$ cat src/rtl/pmw_pkg.sv
package pmw_pkg;

    typedef enum logic [1:0] {
        PM_USER    = 2'b00,
        PM_OS      = 2'b01,
        PM_HYP     = 2'b10,
        PM_HYP_ALT = 2'b11
    } pm_mode_e;

    typedef struct packed {
        logic counted;
        logic leave;
        logic hyp;
    } pm_event_t;

    localparam int unsigned DEF_OS_LIMIT  = 30000;
    localparam int unsigned DEF_HYP_LIMIT = 7000;
    localparam int unsigned DEF_STALL     = 65536;

    localparam int unsigned LIM_OS  = 0;
    localparam int unsigned LIM_HYP = 1;

    function automatic pm_event_t pm_classify(
        input logic       retire,
        input logic [1:0] mode,
        input logic       sc,
        input logic       idle
    );
        pm_event_t ev;
        ev.leave   = (mode == PM_USER);
        ev.hyp     = mode[1];
        ev.counted = retire && !ev.leave && !sc && !idle;
        return ev;
    endfunction

endpackage

$ cat src/rtl/pmw_limit_bank.sv
module pmw_limit_bank #(
    parameter int unsigned W       = 16,
    parameter int unsigned OS_RST  = 30000,
    parameter int unsigned HYP_RST = 7000
) (
    input  logic         clk,
    input  logic         rst,
    input  logic         we_i,
    input  logic         sel_i,
    input  logic [W-1:0] val_i,
    input  logic         hyp_i,
    output logic [W-1:0] limit_o
);
    localparam int unsigned N = 2;

    logic [W-1:0] lim_q [N];

    for (genvar g = 0; g < N; g++) begin : g_lim
        localparam logic [W-1:0] RST_V = (g == pmw_pkg::LIM_HYP) ? W'(HYP_RST) : W'(OS_RST);
        always_ff @(posedge clk) begin
            if (rst) begin
                lim_q[g] <= RST_V;
            end else if (we_i && (sel_i == 1'(g))) begin
                lim_q[g] <= val_i;
            end
        end
    end

    assign limit_o = hyp_i ? lim_q[pmw_pkg::LIM_HYP] : lim_q[pmw_pkg::LIM_OS];
endmodule

$ cat src/rtl/pmw_run_ctr.sv
module pmw_run_ctr #(
    parameter int unsigned W = 16
) (
    input  logic         clk,
    input  logic         rst,
    input  logic         counted_i,
    input  logic         leave_i,
    input  logic [W-1:0] limit_i,
    output logic [W-1:0] run_o,
    output logic         hit_o
);
    localparam logic [W-1:0] MAXV = '1;

    logic [W-1:0] cnt_q;
    logic [W-1:0] cnt_inc;
    logic         fired_q;

    always_comb begin
        cnt_inc = (cnt_q == MAXV) ? MAXV : cnt_q + 1'b1;
        hit_o   = counted_i && !leave_i && !fired_q && (cnt_inc >= limit_i);
    end

    always_ff @(posedge clk) begin
        if (rst || leave_i) begin
            cnt_q   <= '0;
            fired_q <= 1'b0;
        end else begin
            if (counted_i) begin
                cnt_q <= cnt_inc;
            end
            if (hit_o) begin
                fired_q <= 1'b1;
            end
        end
    end

    assign run_o = cnt_q;
endmodule

$ cat src/rtl/pmw_gap_timer.sv
module pmw_gap_timer #(
    parameter int unsigned LIMIT = 65536
) (
    input  logic clk,
    input  logic rst,
    input  logic retire_i,
    output logic hit_o
);
    localparam int unsigned GW = $clog2(LIMIT + 1);
    localparam logic [GW-1:0] LAST = GW'(LIMIT - 1);
    localparam logic [GW-1:0] TOP  = GW'(LIMIT);

    logic [GW-1:0] gap_q;

    assign hit_o = !retire_i && (gap_q == LAST);

    always_ff @(posedge clk) begin
        if (rst || retire_i) begin
            gap_q <= '0;
        end else if (gap_q != TOP) begin
            gap_q <= gap_q + 1'b1;
        end
    end
endmodule

$ cat src/rtl/pmw_sticky.sv
module pmw_sticky (
    input  logic clk,
    input  logic rst,
    input  logic set_i,
    input  logic clr_i,
    output logic flag_o
);
    always_ff @(posedge clk) begin
        if (rst) begin
            flag_o <= 1'b0;
        end else if (set_i) begin
            flag_o <= 1'b1;
        end else if (clr_i) begin
            flag_o <= 1'b0;
        end
    end
endmodule

$ cat src/rtl/priv_residency_watchdog.sv
module priv_residency_watchdog #(
    parameter int unsigned CNT_W       = 16,
    parameter int unsigned STALL_TICKS = pmw_pkg::DEF_STALL,
    parameter int unsigned OS_LIMIT    = pmw_pkg::DEF_OS_LIMIT,
    parameter int unsigned HYP_LIMIT   = pmw_pkg::DEF_HYP_LIMIT
) (
    input  logic             clk,
    input  logic             rst,
    input  logic             retire_i,
    input  logic [1:0]       mode_i,
    input  logic             syscall_i,
    input  logic             idle_i,
    input  logic             clear_i,
    input  logic             thr_we_i,
    input  logic             thr_sel_i,
    input  logic [CNT_W-1:0] thr_val_i,
    output logic             hi_act_o,
    output logic             stall_o,
    output logic [CNT_W-1:0] run_len_o
);
    import pmw_pkg::*;

    localparam int unsigned NFLAG = 2;

    pm_event_t        ev;
    logic [CNT_W-1:0] limit;
    logic             run_hit;
    logic             gap_hit;
    logic [NFLAG-1:0] flag_set;
    logic [NFLAG-1:0] flag_q;

    assign ev = pm_classify(retire_i, mode_i, syscall_i, idle_i);

    pmw_limit_bank #(
        .W(CNT_W), .OS_RST(OS_LIMIT), .HYP_RST(HYP_LIMIT)
    ) u_limits (
        .clk(clk), .rst(rst), .we_i(thr_we_i), .sel_i(thr_sel_i),
        .val_i(thr_val_i), .hyp_i(ev.hyp), .limit_o(limit)
    );

    pmw_run_ctr #(.W(CNT_W)) u_run (
        .clk(clk), .rst(rst), .counted_i(ev.counted), .leave_i(ev.leave),
        .limit_i(limit), .run_o(run_len_o), .hit_o(run_hit)
    );

    pmw_gap_timer #(.LIMIT(STALL_TICKS)) u_gap (
        .clk(clk), .rst(rst), .retire_i(retire_i), .hit_o(gap_hit)
    );

    assign flag_set = {gap_hit, run_hit};

    for (genvar g = 0; g < NFLAG; g++) begin : g_flag
        pmw_sticky u_flag (
            .clk(clk), .rst(rst), .set_i(flag_set[g]), .clr_i(clear_i),
            .flag_o(flag_q[g])
        );
    end

    assign hi_act_o = flag_q[0];
    assign stall_o  = flag_q[1];
endmodule

$ cat config.mk
export PLATFORM = sky130hd
export DESIGN_NAME = priv_residency_watchdog
export DESIGN_NICKNAME = d
export VERILOG_FILES = /design/src/rtl/pmw_pkg.sv /design/src/rtl/pmw_limit_bank.sv /design/src/rtl/pmw_run_ctr.sv /design/src/rtl/pmw_gap_timer.sv /design/src/rtl/pmw_sticky.sv /design/src/rtl/priv_residency_watchdog.sv
export SDC_FILE = /design/constraint.sdc
export NUM_CORES = 1
export LEC_CHECK = 0
export ABC_AREA = 1
export BUFFER_PORTS_ARGS = -buffer_cell sky130_fd_sc_hd__buf_2
export CAP_MARGIN = 20
export CORE_UTILIZATION = 50
export CTS_BUF_LIST = sky130_fd_sc_hd__clkbuf_8 sky130_fd_sc_hd__clkbuf_16
export DETAILED_ROUTE_END_ITERATION = 7
export GPL_TIMING_DRIVEN = 0
export HOLD_SLACK_MARGIN = 0.12
export PLACE_DENSITY = 0.7
export SETUP_SLACK_MARGIN = 0.02
export SYNTH_ARGS = -nofsm -noshare
export SYNTH_HDL_FRONTEND = slang
export SYNTH_HIERARCHICAL = 1
export SYNTH_SLANG_ARGS = --single-unit
$ cat constraint.sdc
create_clock -name clk -period 7.2 [get_ports clk]
set_input_delay 2.16 -clock clk [delete_from_list [all_inputs] [get_ports clk]]
set_output_delay 2.16 -clock clk [all_outputs]
set_load 0.005 [all_outputs]
# == Yosys cells after proc, flatten, opt, wreduce, memory -nomap -nowiden ==
# Memory sizes are Yosys's and may differ from the RTL's.
# Cells that the tools add are included.
# op_classes
addsub,2
order_cmp,1
eq_ne,3
mux,15
bitwise_logic,3
n_reduce_logical,19
# op_table
cell,count
$mux 16,4
$add 17x1->17 const B,1
$eq 17x16->1 const B,1
$ne 17x17->1 const B,1
$add 16x1->16 const B,1
$eq 16x16->1 const B,1
$ge 16x16->1,1
$mux 1,11
$logic_and 1x1->1,9
$logic_not 1->1,5
$reduce_bool 2->1,2
$logic_not 2->1,1
$logic_or 1x1->1,2
$or 1x1->1,2
$not 1->1,1
# totals
regBits,36
mem_bits_rw,32
input_bits,26
word_cells,49
memories,1
# mem_list
memory,depth,word_bits,read_ports,rd_ports_with_merged_regs,write_ports,line_no,rtl
u_limits.lim_q,2,16,2,0,2,pmw_limit_bank.sv:16,logic [W-1:0] lim_q [N];

# == Longest topological paths before layout ==
# depth
depth_word,9
depth_mapped,22
depth_no_buf,21

# == Hierarchy ==
# The synthesis kept the hierarchy.
# modules_own_cells
module,instances,cells_each,area_each_um2,seq_area_each_um2
pmw_run_ctr,1,232,1520.2,340.3
pmw_limit_bank,1,142,1452.6,960.9
pmw_gap_timer,1,150,992.2,340.3
pmw_sticky,2,5,40.0,20.0
priv_residency_watchdog,1,4,20.0,0.0

# == Worst setup path before layout ==
# OpenSTA, ideal clock, no wires.
# synth_timing
path_kind,input -> register
start,input thr_we_i
end,"memory u_limits.lim_q[0][0], enable pin"
t_arrival_ps,3371
required_time_ps,6789
slack_ps,3418
stages,2
n_path_buf,0
cell_sequence,inv_2 o21ai_0
# synth_lines
element,line_no,rtl
from (decl),priv_residency_watchdog.sv:14,"input logic thr_we_i,"
to (decl),pmw_limit_bank.sv:16,

# == Worst setup path in the final report ==
# layout_timing
start,input mode_i[1]
end,register g_flag[0].u_flag.flag_o
# layout_via
word_cells_on_any_way,12
cone_classes,order compare (1); mux (2); reduce/logical (9)
# layout_lines
element,line_no,rtl
from (decl),priv_residency_watchdog.sv:10,"input logic [1:0] mode_i,"
$mux 16 *,pmw_limit_bank.sv:29,assign limit_o = hyp_i ? lim_q[pmw_pkg::LIM_HYP] : lim_q[pmw_pkg::LIM_OS];
via limit[3],priv_residency_watchdog.sv:26,logic [CNT_W-1:0] limit;
$ge 16x16->1 *,pmw_run_ctr.sv:20,hit_o = counted_i && !leave_i && !fired_q && (cnt_inc >= limit_i);
$logic_and 1x1->1 *,pmw_run_ctr.sv:20,
via run_hit,priv_residency_watchdog.sv:27,logic run_hit;
$mux 1 or $reduce_bool 2->1 (tied branches),n/a,
to (signal assigned),pmw_sticky.sv:10,flag_o <= 1'b0;
to (signal assigned),pmw_sticky.sv:12,flag_o <= 1'b1;
to (signal assigned),pmw_sticky.sv:14,flag_o <= 1'b0;
to (decl),pmw_sticky.sv:6,output logic flag_o
# The timed path passes the listed nets; every way through them passes the cells marked *.
# A chain may end at the register's enable or synchronous reset.

==> run_results.csv <==
group,metric,value,unit
power_and_ir_drop,power_density,170.3,nW/µm²
die,initial_core_util,52.07,%
placement,io_buffers,43,
critical_path,ff2ff_setup_slack,4.61,ns
timing,max_freq,271.7,MHz
timing,worst_pin_slew,0.7193,ns
clock_network,clock-root-buffer,"clkbuf_8",
layout,drive_above_1_share,17.56,%
critical_path,cp.arrival,3.90,ns
placement,hpwl,6.406,mm
flow_run,cap_violations,0,
layout,num_antenna_cells,0,
clock_network,cts_hold_buf,0,
die,coreArea,7807,µm²
logic_synthesis,synthesis.nets,584,
global_routing,grt_pass1_wl,14.70,mm
run_status,outcome,"completed",
critical_path,start_kind,"primary input",
die,die_h,92.17,µm
min_path,hp-start,"u_run/fired_q",
logic_synthesis,ys_seq_area_share,41.37,%
logic_synthesis,ys_warn_count,6,
clock_network,path_clk_slew,0.07,ns
clock_network,cts.sinks,68,
timing,period_share,51.12,%
clock_network,clk_latency,0.33,ns
clock_network,ctsResizeCount,0,
logic_synthesis,ys_ff_latch,68,
critical_path,r2r_end,"g_flag[0].u_flag/flag_o",
detailed_routing,ant_nets,0,
detailed_routing,wl_per_cell,12.08,µm
clock_network,clockBufferDepth,2,
detailed_routing,finalWirelength,8.458,mm
critical_path,cp_max_fo,10,
clock_network,cts_tree,"yes",
global_routing,antenna_found_initial,0,
layout,layout_common_cells,"inv_1, nand2_1, nor2_1, buf_2, o21ai_0",
logic_synthesis,synthCells,538,
detailed_routing,vias,3407,
global_routing,grt_pass1_vias,3250,
layout,area_growth,12.62,%
critical_path,end_kind,"flip-flop",
timing,final-hold-violation-count,0,
timing,layout_min_cycle_time,3.680,ns
min_path,hp-class,"flip-flop to flip-flop",
detailed_routing,viasPerCell,4.867,
die,top_level_ports,44,
timing,slew_headroom,51.93,%
critical_path,rr_startpoint,"u_run/run_o[0]",
power_and_ir_drop,vdd_drop_max,0.0001105,V
timing,final_max_slew_viol_count,0,
critical_path,required,7.42,ns
global_routing,grt_overflow_total,0,
detailed_routing,drc,0,
placement,gp_congestion,0.8881,
global_routing,grt_max_degree,17,
critical_path,reg2reg_depth,20,
die,dieWidth,92.17,µm
critical_path,worst-setup-path-type,"primary input to flip-flop",
layout,fin_util,58.64,%
min_path,holdPathEnd,"u_run/fired_q",
power_and_ir_drop,p_leak,2.246,nW
timing,rsz0062_at_grt,"no",
clock_network,post_cts_buffers,0,
global_routing,grt_use_total,22.31,%
logic_synthesis,avgSynthCellArea,7.556,µm²
detailed_routing,first_iter_violations,182,
layout,final_common_cell,"inv_1",
detailed_routing,drt_pass1_iterations,4,
timing,finClkSkew,0.007226,ns
layout,fin_nets,639,
min_path,hold_depth,2,
logic_synthesis,synth_area,4065,µm²
clock_network,cts_made_buffers,9,
timing,setup_violations,0,
die,fp-row-count,32,
die,die-area,8495,µm²
clock_network,h-tree-depth,3,
timing,setup_tns,0,ns
logic_synthesis,synth.distinct_cells,34,
==> cells in the mapped netlist (all sizes together) <==
cell type	instances	area share (%)
clkinv	3	0.28
nand2	102	10
clkbuf	2	0.18
o21ai	46	5.7
buf	6	0.95
nor3	8	1.8
inv	105	9.7
ha	20	6.2
nand3	35	5.7
o21a	1	0.18
nand3b	1	0.49
nor2	95	10
edfxtp	32	24
xor2	7	1.5
or2	2	0.31
a21oi	29	3.8
nand4	5	0.77
o31ai	1	0.18
nor4	1	0.15
o21bai	1	0.28
dfxtp	36	18
==> power by group <==
group          switching (W)  internal [W]
clock network       0.000140      0.000120
logic              0.0000568     0.0000320
registers         0.00000714      0.000423
==> layer usage <==
metal | global-route usage (%) | part of all wire (%) | vias to the layer above
met5 | 0 | 0 | -
met4 | 7.682 | 1.1 | 0
met3 | 4.809 | 4.6 | 4
met2 | 34.08 | 44 | 85
met1 | 31.16 | 51 | 1511
li1 | - | - | 1807
==> how the worst max path moves through the flow <==
stage	cells past startpoint	to	slack, ns	from
after floorplan	2	u_limits/lim_q[0][0]	3.42	thr_we_i
after global placement	3	u_limits/lim_q[0][2]	2.67	thr_we_i
after detailed placement	17	g_flag[0].u_flag/flag_o	3.17	mode_i[1]
after CTS	17	g_flag[0].u_flag/flag_o	3.52	mode_i[1]
after global routing	17	g_flag[0].u_flag/flag_o	3.29	mode_i[1]
final	17	g_flag[0].u_flag/flag_o	3.52	mode_i[1]
==> worst max-delay path, stage by stage <==
cell	delay (ns)
buf_2	0.14
clkbuf_1	0.33
o21ai_0	0.16
inv_1	0.08
ha_1	0.24
nand2_1	0.09
nor2_1	0.05
nor2_1	0.09
nand2_1	0.06
nand2_1	0.07
nand2_1	0.05
nand2_1	0.05
nand2_1	0.04
nand2_1	0.10
inv_1	0.05
inv_1	0.07
a21oi_2	0.05
==> layout make-up <==
cell class | count | area [µm²]
clock buffer | 9 | 123.9
inverter | 108 | 405.4
tap | 102 | 127.6
timing repair buffer | 44 | 226.5
buffer | 8 | 46.29
sequential | 68 | 1682
multi-input combinational | 354 | 1932
fill | 743 | 3229
clock inverter | 7 | 35.03
==> cells by family after synthesis <==
| group | share of synthesized area, % |
|---|---|
| DFF | 41.37 |
| adders and majority gates | 6.156 |
| buffers and inverters | 11.11 |
| AOI/OAI and AO/OA | 10.06 |
| and+or+nand+nor | 29.79 |
| xor gates and xnor gates | 1.508 |
==> stage by stage <==
step	std cells	instance area, µm²	setup WS (ns)	total power (W)	hold slack [ns]
2_1_floorplan	538	4065	3.418	0.0004970	0.4307
3_3_place_gp	683	4408	2.667	0.0005237	0.4369
3_5_place_dp	684	4419	3.167	0.0005284	0.4509
4_1_cts	700	4578	3.518	0.0007898	0.4677
5_1_grt	700	4578	3.292	0.0008249	0.4823
6_report	700	4578	3.520	0.0007798	0.4665
==> registers in the layout, indices dropped and copies added (netlist names) <==
signal and count:
u_run/fired_q 1, u_gap/gap_q 17, g_flag.u_flag/flag_o 2, u_run/run_o 16, u_limits/lim_q 32
Power figures use the tool's default switching activity.
